`src/rtl/slp_pkg.sv`:
```
package slp_pkg;

    typedef enum logic [2:0] {
        OP_CLR   = 3'd0,
        OP_IMP   = 3'd1,
        OP_NAND  = 3'd2,
        OP_NOR   = 3'd3,
        OP_ORDUP = 3'd4,
        OP_XOR   = 3'd5,
        OP_XNOR  = 3'd6,
        OP_LOAD  = 3'd7
    } op_e;

    typedef enum logic [3:0] {
        U_IDLE,
        U_CLEAR,
        U_SET,
        U_IMP_A,
        U_IMP_B,
        U_RST_ANY,
        U_SET_ANY,
        U_SET_DIFF,
        U_RST_DIFF,
        U_LOAD
    } ustep_e;

    localparam int STEP_W = 2;

    // number of micro-steps of a macro operation
    function automatic logic [STEP_W-1:0] op_len(op_e op);
        case (op)
            OP_NAND, OP_XNOR:           return 2'd3;
            OP_NOR, OP_ORDUP, OP_XOR:   return 2'd2;
            default:                    return 2'd1;
        endcase
    endfunction

    // micro-step kind for step number idx of op
    function automatic ustep_e op_step(op_e op, logic [STEP_W-1:0] idx);
        ustep_e k;
        k = U_IDLE;
        case (op)
            OP_CLR:   k = U_CLEAR;
            OP_IMP:   k = U_IMP_A;
            OP_LOAD:  k = U_LOAD;
            OP_NAND:  k = (idx == 2'd0) ? U_CLEAR : (idx == 2'd1) ? U_IMP_A : U_IMP_B;
            OP_NOR:   k = (idx == 2'd0) ? U_SET   : U_RST_ANY;
            OP_ORDUP: k = (idx == 2'd0) ? U_CLEAR : U_SET_ANY;
            OP_XOR:   k = (idx == 2'd0) ? U_CLEAR : U_SET_DIFF;
            OP_XNOR:  k = (idx == 2'd0) ? U_CLEAR : (idx == 2'd1) ? U_SET : U_RST_DIFF;
            default:  k = U_IDLE;
        endcase
        return k;
    endfunction

    // {constrained, parity the first step must see}
    function automatic logic [1:0] op_first_slot(op_e op);
        case (op)
            OP_NOR:   return 2'b10;  // evaluation then lands on odd
            OP_ORDUP: return 2'b11;  // evaluation then lands on even
            default:  return 2'b00;
        endcase
    endfunction

    // next value of one targeted cell
    function automatic logic cell_next(ustep_e k, logic cur, logic sa, logic sb,
                                       logic any_src, logic lit);
        case (k)
            U_CLEAR:    return 1'b0;
            U_SET:      return 1'b1;
            U_IMP_A:    return cur | ~sa;
            U_IMP_B:    return cur | ~sb;
            U_RST_ANY:  return cur & ~any_src;
            U_SET_ANY:  return cur | any_src;
            U_SET_DIFF: return cur | (sa ^ sb);
            U_RST_DIFF: return cur & ~(sa ^ sb);
            U_LOAD:     return lit;
            default:    return cur;
        endcase
    endfunction

endpackage

```
`src/rtl/slp_check.sv`:
```
module slp_check
    import slp_pkg::*;
#(
    parameter int NCELL = 16,
    localparam int IW = $clog2(NCELL)
) (
    input  op_e              op,
    input  logic [IW-1:0]    src_a,
    input  logic [IW-1:0]    src_b,
    input  logic [IW-1:0]    dst,
    input  logic [IW-1:0]    dst2,
    input  logic [NCELL-1:0] mask,
    output logic             bad
);
    logic hit_a, hit_b;

    assign hit_a = (dst == src_a);
    assign hit_b = (dst == src_b);

    always_comb begin
        case (op)
            OP_IMP:                   bad = hit_a;
            OP_NAND, OP_XOR, OP_XNOR: bad = hit_a | hit_b;
            OP_NOR:                   bad = mask[dst];
            OP_ORDUP:                 bad = mask[dst] | mask[dst2] | (dst == dst2);
            default:                  bad = 1'b0;
        endcase
    end
endmodule

```
`src/rtl/slp_ctrl.sv`:
```
module slp_ctrl
    import slp_pkg::*;
(
    input  logic   clk,
    input  logic   rst,
    input  logic   cmd_valid,
    input  op_e    cmd_op,
    input  logic   cmd_bad,
    output logic   take,
    output logic   busy,
    output logic   err,
    output logic   sched_odd,
    output logic   step_fire,
    output ustep_e step_kind,
    output op_e    op_q
);
    logic [STEP_W-1:0] idx_q;
    logic [1:0]        slot_rule;
    logic              slot_ok;
    logic              accept;

    assign accept    = cmd_valid && !busy;
    assign take      = accept && !cmd_bad;
    assign slot_rule = op_first_slot(op_q);
    assign slot_ok   = (idx_q != '0) || !slot_rule[1] || (slot_rule[0] == sched_odd);
    assign step_fire = busy && slot_ok;
    assign step_kind = step_fire ? op_step(op_q, idx_q) : U_IDLE;

    always_ff @(posedge clk) begin
        if (rst) begin
            busy      <= 1'b0;
            err       <= 1'b0;
            sched_odd <= 1'b0;
            idx_q     <= '0;
            op_q      <= OP_CLR;
        end else begin
            sched_odd <= ~sched_odd;
            err       <= accept && cmd_bad;
            if (take) begin
                busy  <= 1'b1;
                op_q  <= cmd_op;
                idx_q <= '0;
            end else if (step_fire) begin
                idx_q <= idx_q + 1'b1;
                if (idx_q == op_len(op_q) - 1'b1)
                    busy <= 1'b0;
            end
        end
    end
endmodule

```
`src/rtl/slp_cells.sv`:
```
module slp_cells
    import slp_pkg::*;
#(
    parameter int NCELL = 16,
    localparam int IW = $clog2(NCELL)
) (
    input  logic             clk,
    input  logic             rst,
    input  logic             fire,
    input  ustep_e           kind,
    input  logic             dual,
    input  logic [IW-1:0]    src_a,
    input  logic [IW-1:0]    src_b,
    input  logic [IW-1:0]    dst,
    input  logic [IW-1:0]    dst2,
    input  logic [NCELL-1:0] mask,
    input  logic             lit,
    output logic [NCELL-1:0] state
);
    logic [NCELL-1:0] nxt;
    logic             sa, sb, any_src;

    assign sa      = state[src_a];
    assign sb      = state[src_b];
    assign any_src = |(state & mask);

    for (genvar i = 0; i < NCELL; i++) begin : g_cell
        logic hit;
        assign hit    = (dst == IW'(i)) || (dual && (dst2 == IW'(i)));
        assign nxt[i] = hit ? cell_next(kind, state[i], sa, sb, any_src, lit) : state[i];
    end

    always_ff @(posedge clk) begin
        if (rst)
            state <= '0;
        else if (fire)
            state <= nxt;
    end
endmodule

```
`src/rtl/slp_seq.sv`:
```
module slp_seq
    import slp_pkg::*;
#(
    parameter int NCELL = 16,
    localparam int IW = $clog2(NCELL)
) (
    input  logic             clk,
    input  logic             rst,
    input  logic             cmd_valid,
    input  logic [2:0]       cmd_op,
    input  logic [IW-1:0]    cmd_src_a,
    input  logic [IW-1:0]    cmd_src_b,
    input  logic [NCELL-1:0] cmd_mask,
    input  logic [IW-1:0]    cmd_dst,
    input  logic [IW-1:0]    cmd_dst2,
    input  logic             cmd_bit,
    output logic             busy,
    output logic             err,
    output logic             sched_odd,
    output logic [NCELL-1:0] cells
);
    op_e              op_in, op_q;
    logic             bad, take, step_fire;
    ustep_e           step_kind;
    logic [IW-1:0]    a_q, b_q, d_q, d2_q;
    logic [NCELL-1:0] mask_q;
    logic             bit_q;

    assign op_in = op_e'(cmd_op);

    slp_check #(.NCELL(NCELL)) u_check (
        .op(op_in), .src_a(cmd_src_a), .src_b(cmd_src_b),
        .dst(cmd_dst), .dst2(cmd_dst2), .mask(cmd_mask), .bad(bad)
    );

    slp_ctrl u_ctrl (
        .clk(clk), .rst(rst), .cmd_valid(cmd_valid), .cmd_op(op_in),
        .cmd_bad(bad), .take(take), .busy(busy), .err(err),
        .sched_odd(sched_odd), .step_fire(step_fire), .step_kind(step_kind),
        .op_q(op_q)
    );

    always_ff @(posedge clk) begin
        if (rst) begin
            a_q    <= '0;
            b_q    <= '0;
            d_q    <= '0;
            d2_q   <= '0;
            mask_q <= '0;
            bit_q  <= 1'b0;
        end else if (take) begin
            a_q    <= cmd_src_a;
            b_q    <= cmd_src_b;
            d_q    <= cmd_dst;
            d2_q   <= cmd_dst2;
            mask_q <= cmd_mask;
            bit_q  <= cmd_bit;
        end
    end

    slp_cells #(.NCELL(NCELL)) u_cells (
        .clk(clk), .rst(rst), .fire(step_fire), .kind(step_kind),
        .dual(op_q == OP_ORDUP), .src_a(a_q), .src_b(b_q), .dst(d_q),
        .dst2(d2_q), .mask(mask_q), .lit(bit_q), .state(cells)
    );
endmodule

```
`config.mk`:
```
export PLATFORM = sky130hd
export DESIGN_NAME = slp_seq
export DESIGN_NICKNAME = d
export VERILOG_FILES = /design/src/rtl/slp_pkg.sv /design/src/rtl/slp_check.sv /design/src/rtl/slp_ctrl.sv /design/src/rtl/slp_cells.sv /design/src/rtl/slp_seq.sv
export SDC_FILE = /design/constraint.sdc
export NUM_CORES = 1
export LEC_CHECK = 0
export CAP_MARGIN = 20
export CORE_ASPECT_RATIO = 1.1
export CORE_MARGIN = 5
export CORE_UTILIZATION = 54
export CTS_BUF_LIST = sky130_fd_sc_hd__clkbuf_4
export CTS_CLUSTER_DIAMETER = 100
export DETAILED_ROUTE_END_ITERATION = 6
export DONT_BUFFER_PORTS = 1
export GPL_ROUTABILITY_DRIVEN = 0
export PLACE_DENSITY = 0.74
export SLEW_MARGIN = 20
export SYNTH_ARGS = -nofsm -noshare
export SYNTH_HDL_FRONTEND = slang
export SYNTH_HIERARCHICAL = 1
export SYNTH_SLANG_ARGS = --single-unit
```
`constraint.sdc`:
```
create_clock -name clk -period 3.06 [get_ports clk]
set_clock_uncertainty 0.1 [all_clocks]
set_input_delay 0.612 -clock clk [delete_from_list [all_inputs] [get_ports clk]]
set_output_delay 0.612 -clock clk [all_outputs]
set_load 0.01 [all_outputs]
```
==> results.md, run 1 <==
* Min Hold Slack at 165 ps
* Max Fclk at 355 MHz
* Crit end category: register
* Vias in the first global route at 3210
* CTS tree: yes
* CP arrival at 3040 ps
* Outcome: completed
* Fin crit share at 0.920
* Synth async-reset ratio at 0
* Placed cell count at 490
* Core area at 7050 um^2
* Die width at 91.4 um
* Yosys warnings at 6
* # rows at 32
* Nets@finish at 458
* Drt pass-1 iters at 5
* Num CTS Buffers at 9
* Cell variety after synth at 64
* Yosys reg bits at 57
* Final Hold Viols at 0
* Min-delay src: rst
* N_diodes at 0
* Layout cells sized above 1 at 0.152
* Worst Hold End: u_ctrl/sched_odd
* Clk pin slew, worst setup/hold paths at 110 ps
* Reg2reg path depth at 12
* # IOs at 58
* Iteration-0 DRC Markers at 323
* IR drop worst, VDD at 0.000315 V
* Rel. slew slack at 0.545
* Most frequent cells in the layout: mux2i_1, dfxtp_1, nor2_1
* Fillers at 631
* Post-synthesis cell count at 417
* WL final at 10400 um
* Mapped Area at 3940 um^2
* Largest net degree at the start of global routing at 63
* Routed len/inst at 20.6 um
* Grt ovf at 0
* Placed Instance Area at 3950 um^2
* Post-layout min period at 2810 ps
* Power density cells at 405 nW/um^2
* Post-synthesis sequential area ratio at 0.290
* Syn_nets at 459
* Initial Utilization at 0.558
* DR DRC count at 0
* WS Path Type: register to register
* Clock Latency Late Sink at 390 ps
* Critical path startpoint category: register
* Post-synth EDFFs at 0
* Antenna viol nets, final at 0
* Die area at 9100 um^2
* Required @ worst endpoint at 3290 ps
* Area grow syn2layout at 3.31%
* FF+latch area at 1140 um^2
* Vias per cell at 6.62
* Non-filler instance count after layout at 506
* Top_reg_cell synth: dfxtp_1
* DR vias at 3351
* Reg-to-Reg Start: u_ctrl/op_q[0]
* CTS Sinks at 57
* Die Y at 99.5 um
* Total leakage power at 1.47 nW
* Multi-input logic area at 2560 um^2
* Syn_area_per_cell at 9.44 um^2
* Slew @ Worst Pin at 678 ps
* Total power at 0.00165 W
* Buffers on Ports at 0
* H-tree depth at 3
* Max cap viols at 0
* Min-Delay Path Depth at 1
* Initial antenna violation count at 0
* First-pass GRT wire length at 16800 um
* Gr usage total at 0.230
* Worst Path Max Fanout at 14
* Final setup fails at 0
* Longest Clk Path Bufs at 2
* Reg2Reg Setup Slack at 250 ps
* Worst hold path type: primary input to register
* Root Buffer: clkbuf_4
* Max-slew violations at 0
* Unrepaired setup endpoints after global routing: false
* CTS Hold Bufs at 0
* Setup TNS at 0 ps
* HPWL after DPL at 7780 um
* Post-layout instance area at 4070 um^2
* R2r endpoint: u_cells/state[14]
==> flip-flops by register name, indices dropped and copies added (netlist names) <==
signal and count:
bit_q 1, u_ctrl/busy 1, u_cells/state 16, a_q 4, mask_q 16, d2_q 4
d_q 4, u_ctrl/idx_q 2, b_q 4, u_ctrl/err 1, u_ctrl/sched_odd 1, u_ctrl/op_q 3
==> cell type report <==
type | count | share of cell area
clock buffers | 10 | 0.0185
clock inverters | 6 | 0.00862
inverters | 7 | 0.00646
multi-input cells | 327 | 0.631
flip-flops and latches | 57 | 0.281
well taps | 85 | 0.0262
repair buffers | 14 | 0.0289
==> cells in the mapped netlist, types with 3 or more instances <==
cell,count,share of area
nand2b_1,6,0.0095
nand3_1,5,0.0064
mux4_1,6,0.040
nor2_1,50,0.048
mux2i_1,57,0.14
o21ai_1,20,0.025
mux4_2,8,0.046
o22ai_1,10,0.016
o32ai_1,3,0.0067
nand2_1,39,0.037
nor3b_1,5,0.0095
a221oi_1,15,0.033
clkbuf_1,11,0.010
ha_1,3,0.0095
buf_6,7,0.020
mux2_2,3,0.0086
nor4_1,3,0.0048
xor2_1,5,0.011
nand3b_1,3,0.0057
a22o_1,4,0.0089
a221oi_2,6,0.023
inv_1,7,0.0067
nor3_1,11,0.014
o21ai_0,9,0.011
xnor2_1,7,0.016
buf_12,3,0.015
dfxtp_1,57,0.29
a21oi_1,9,0.011
nor2b_1,4,0.0064
a211oi_1,3,0.0057
==> worst max path at each step <==
stage                     from  slack [ps]                 to
5_1_grt        u_ctrl/idx_q[1]          40   u_cells/state[7]
2_1_floorplan       cmd_dst[0]         160             a_q[0]
6_report        u_ctrl/op_q[0]         250  u_cells/state[14]
3_3_place_gp   u_ctrl/idx_q[1]         290   u_cells/state[8]
3_5_place_dp   u_ctrl/idx_q[1]         150  u_cells/state[12]
4_1_cts        u_ctrl/idx_q[1]         110   u_cells/state[7]
==> cells by family after synthesis <==
| family | Yosys count | synth area share |
|---|---|---|
| muxes | 75 | 0.243 |
| adders and majority gates | 3 | 0.00954 |
| xor gates and xnor gates | 13 | 0.0308 |
| buffers and inverters | 33 | 0.0607 |
| DFF | 57 | 0.290 |
| AOI/OAI and AO/OA | 92 | 0.181 |
| and+or+nand+nor | 144 | 0.185 |
==> metrics by stage <==
stage	util	setup slack [ps]
2_1_floorplan	-	164
3_3_place_gp	0.560	287
3_5_place_dp	0.561	147
4_1_cts	0.576	112
5_1_grt	0.577	40.6
6_report	0.577	245
==> worst max-delay path: stages (launching register included) <==
cell      delay (ps)
dfxtp_1          510
and4b_1          270
o21ai_1          120
nand2_1          170
a221oi_2          60
buf_4            170
or2_2            280
o311a_1          380
buf_4            210
nand2_1          120
mux2i_1          210
nand2_1           70
o21ai_1           80
==> where the power goes <==
part	internal (W)	leakage (nW)	switching (W)
combinational	0.000172	0.947	0.000168
clock	0.000170	0.0619	0.000287
sequential	0.000789	0.466	0.0000596
==> repair_timing <==
item                       CTS  global route
setup buffers                0             0
gates resized for setup      0             2
setup endpoints to repair    0            16
==> metal layers <==
metal / vias to the layer above / global-route usage / routed length [um]
li1: 1575 / - / -
met3: 22 / 0.0703 / 973
met4: 0 / 0.0767 / 209
met1: 1588 / 0.291 / 4290
met2: 166 / 0.372 / 4950
met5: - / 0 / 0
No activity file was read; power rests on OpenSTA's default activity.
==> run 2, diff against run 1 <==
- CORE_ASPECT_RATIO: 1.1 -> 1.25
==> results.md, run 2 (same netlist as run 1, synthesis figures left out) <==
* Reg2Reg Setup Slack at 270 ps (was 250 ps)
* Util after Layout at 0.588 (was 0.577)
* H-tree depth at 3 (unchanged)
* Placed Instance Area at 3960 um^2 (was 3950 um^2)
* Root Buffer: clkbuf_4 (unchanged)
* Post-layout min period at 2790 ps (was 2810 ps)
* Fin crit share at 0.911 (was 0.920)
* DR DRC count at 0 (unchanged)
* Leading cell type in the layout, fill and taps excluded: mux2i_1
* CP arrival at 3020 ps (was 3040 ps)
* Vias per cell at 6.56 (was 6.62)
* Vias in the first global route at 3221 (was 3210)
* Worst Hold End: u_ctrl/sched_odd (unchanged)
* # IOs at 58 (unchanged)
* Gr usage total at 0.231 (was 0.230)
* Setup TNS at 0 ps (unchanged)
* Reg2reg path depth at 12 (unchanged)
* Setup Fix Bufs, Post-CTS at 0 (unchanged)
* Crit end category: register (unchanged)
* Placed cell count at 495 (was 490)
* Clk pin slew, worst setup/hold paths at 110 ps (about the same)
* Final setup fails at 0 (unchanged)
* Fillers at 629 (was 631)
* Max cap viols at 0 (unchanged)
* WL final at 10600 um (was 10400 um)
* Final Hold Viols at 0 (unchanged)
* Initial Utilization at 0.561 (was 0.558)
* HPWL after DPL at 7640 um (was 7780 um)
* WS Path Type: register to register (unchanged)
* Reg-to-Reg Start: u_ctrl/sched_odd (was u_ctrl/op_q[0])
* Non-filler instance count after layout at 511 (was 506)
* R2r endpoint: u_cells/state[4] (was u_cells/state[14])
* Post-layout instance area at 4130 um^2 (was 4070 um^2)
* Critical path startpoint category: register (unchanged)
* Max-slew violations at 0 (unchanged)
* Initial antenna violation count at 0 (unchanged)
* Min-Delay Path Depth at 1 (unchanged)
* Die area at 9100 um^2 (about the same)
* Total leakage power at 1.50 nW (was 1.47 nW)
* Max Fclk at 359 MHz (was 355 MHz)
* Worst hold path type: primary input to register (unchanged)
* Biggest regs: mask_q (16), u_cells/state (16) (unchanged)
* DR vias at 3351 (unchanged)
* Die Y at 105 um (was 99.5 um)
* Buffers on Ports at 0 (unchanged)
* Core area at 7020 um^2 (was 7050 um^2)
* CTS Hold Bufs at 0 (unchanged)
* Routed len/inst at 20.7 um (was 20.6 um)
* Required @ worst endpoint at 3290 ps (about the same)
* CTS tree: yes (unchanged)
* Iteration-0 DRC Markers at 291 (was 323)
* Antenna viol nets, final at 0 (unchanged)
* Area grow syn2layout at 4.93% (was 3.31%)
* Outcome: completed (unchanged)
* FF+latch area at 1140 um^2 (about the same)
* Drt pass-1 iters at 7 (was 5)
* N_diodes at 0 (unchanged)
* Unrepaired setup endpoints after global routing: false (unchanged)
* Die width at 86.4 um (was 91.4 um)
* Rel. slew slack at 0.572 (was 0.545)
* Clock Latency Late Sink at 390 ps (about the same)
* Most frequent cells in the layout: mux2i_1, dfxtp_1, nor2_1 (unchanged)
* Multi-input logic area at 2570 um^2 (was 2560 um^2)
* Worst Path Max Fanout at 16 (was 14)
* Num CTS Buffers at 9 (unchanged)
* Post-cts resize count at 0 (unchanged)
* Nets@finish at 458 (unchanged)
* Grt ovf at 0 (unchanged)
* # rows at 34 (was 32)
* Layout cells sized above 1 at 0.157 (was 0.152)
* First-pass GRT wire length at 16700 um (was 16800 um)
* Largest net degree at the start of global routing at 63 (unchanged)
* IR drop worst, VDD at 0.000309 V (was 0.000315 V)
* Min-delay src: rst (unchanged)
* Min Hold Slack at 169 ps (was 165 ps)
* Slew @ Worst Pin at 642 ps (was 678 ps)
* CTS Sinks at 57 (unchanged)
* Longest Clk Path Bufs at 2 (unchanged)
* Power density cells at 445 nW/um^2 (was 405 nW/um^2)
-- run 2: area by class of cell --
type                       instances  area share
multi-input combinational        327       0.622
sequential                        57       0.277
timing repair buffer              14      0.0285
tap                               90      0.0273
clock buffer                      11      0.0200
clock inverter                     5      0.0194
inverter                           7     0.00636
-- run 2: worst max path at each step --
stage / start / endpoint / cells after the start
detailed placement: u_ctrl/idx_q[1] / u_cells/state[14] / 12
global route: u_ctrl/sched_odd / u_cells/state[6] / 11
floorplan: cmd_dst[0] / a_q[0] / 10
global placement: u_ctrl/idx_q[1] / u_cells/state[1] / 10
CTS: u_ctrl/idx_q[1] / u_cells/state[14] / 12
finish: u_ctrl/sched_odd / u_cells/state[4] / 12
-- run 2: per-stage QoR --
step | power (W) | setup WS [ps]
6_report | 0.00184 | 272
3_3_place_gp | 0.00119 | 226
3_5_place_dp | 0.00120 | 202
5_1_grt | 0.00192 | 38.9
2_1_floorplan | 0.00118 | 164
4_1_cts | 0.00184 | 169
-- run 2: critical path: stages, from the launching register on --
cell and delay, ps:
dfxtp_1 480, and4b_1 270, o21ai_1 110, nand2_1 130, buf_4 130, a21oi_1 70
inv_1 140, nand2_1 80, or4_1 460, nor3b_4 210, buf_4 270, a221oi_1 110
o21ai_1 160
-- run 2: report_power, final --
| part | switching [W] | total [W] | internal [W] |
|---|---|---|---|
| combinational | 0.000170 | 0.000343 | 0.000173 |
| clock | 0.000293 | 0.000642 | 0.000349 |
| sequential | 0.0000626 | 0.000852 | 0.000790 |
| total | 0.000526 | 0.00184 | 0.00131 |
-- run 2: metal layers --
layer / routed length [um] / global-route usage
met5: 0 / 0
met4: 253 / 0.0835
met3: 881 / 0.0515
met2: 5200 / 0.387
met1: 4260 / 0.289
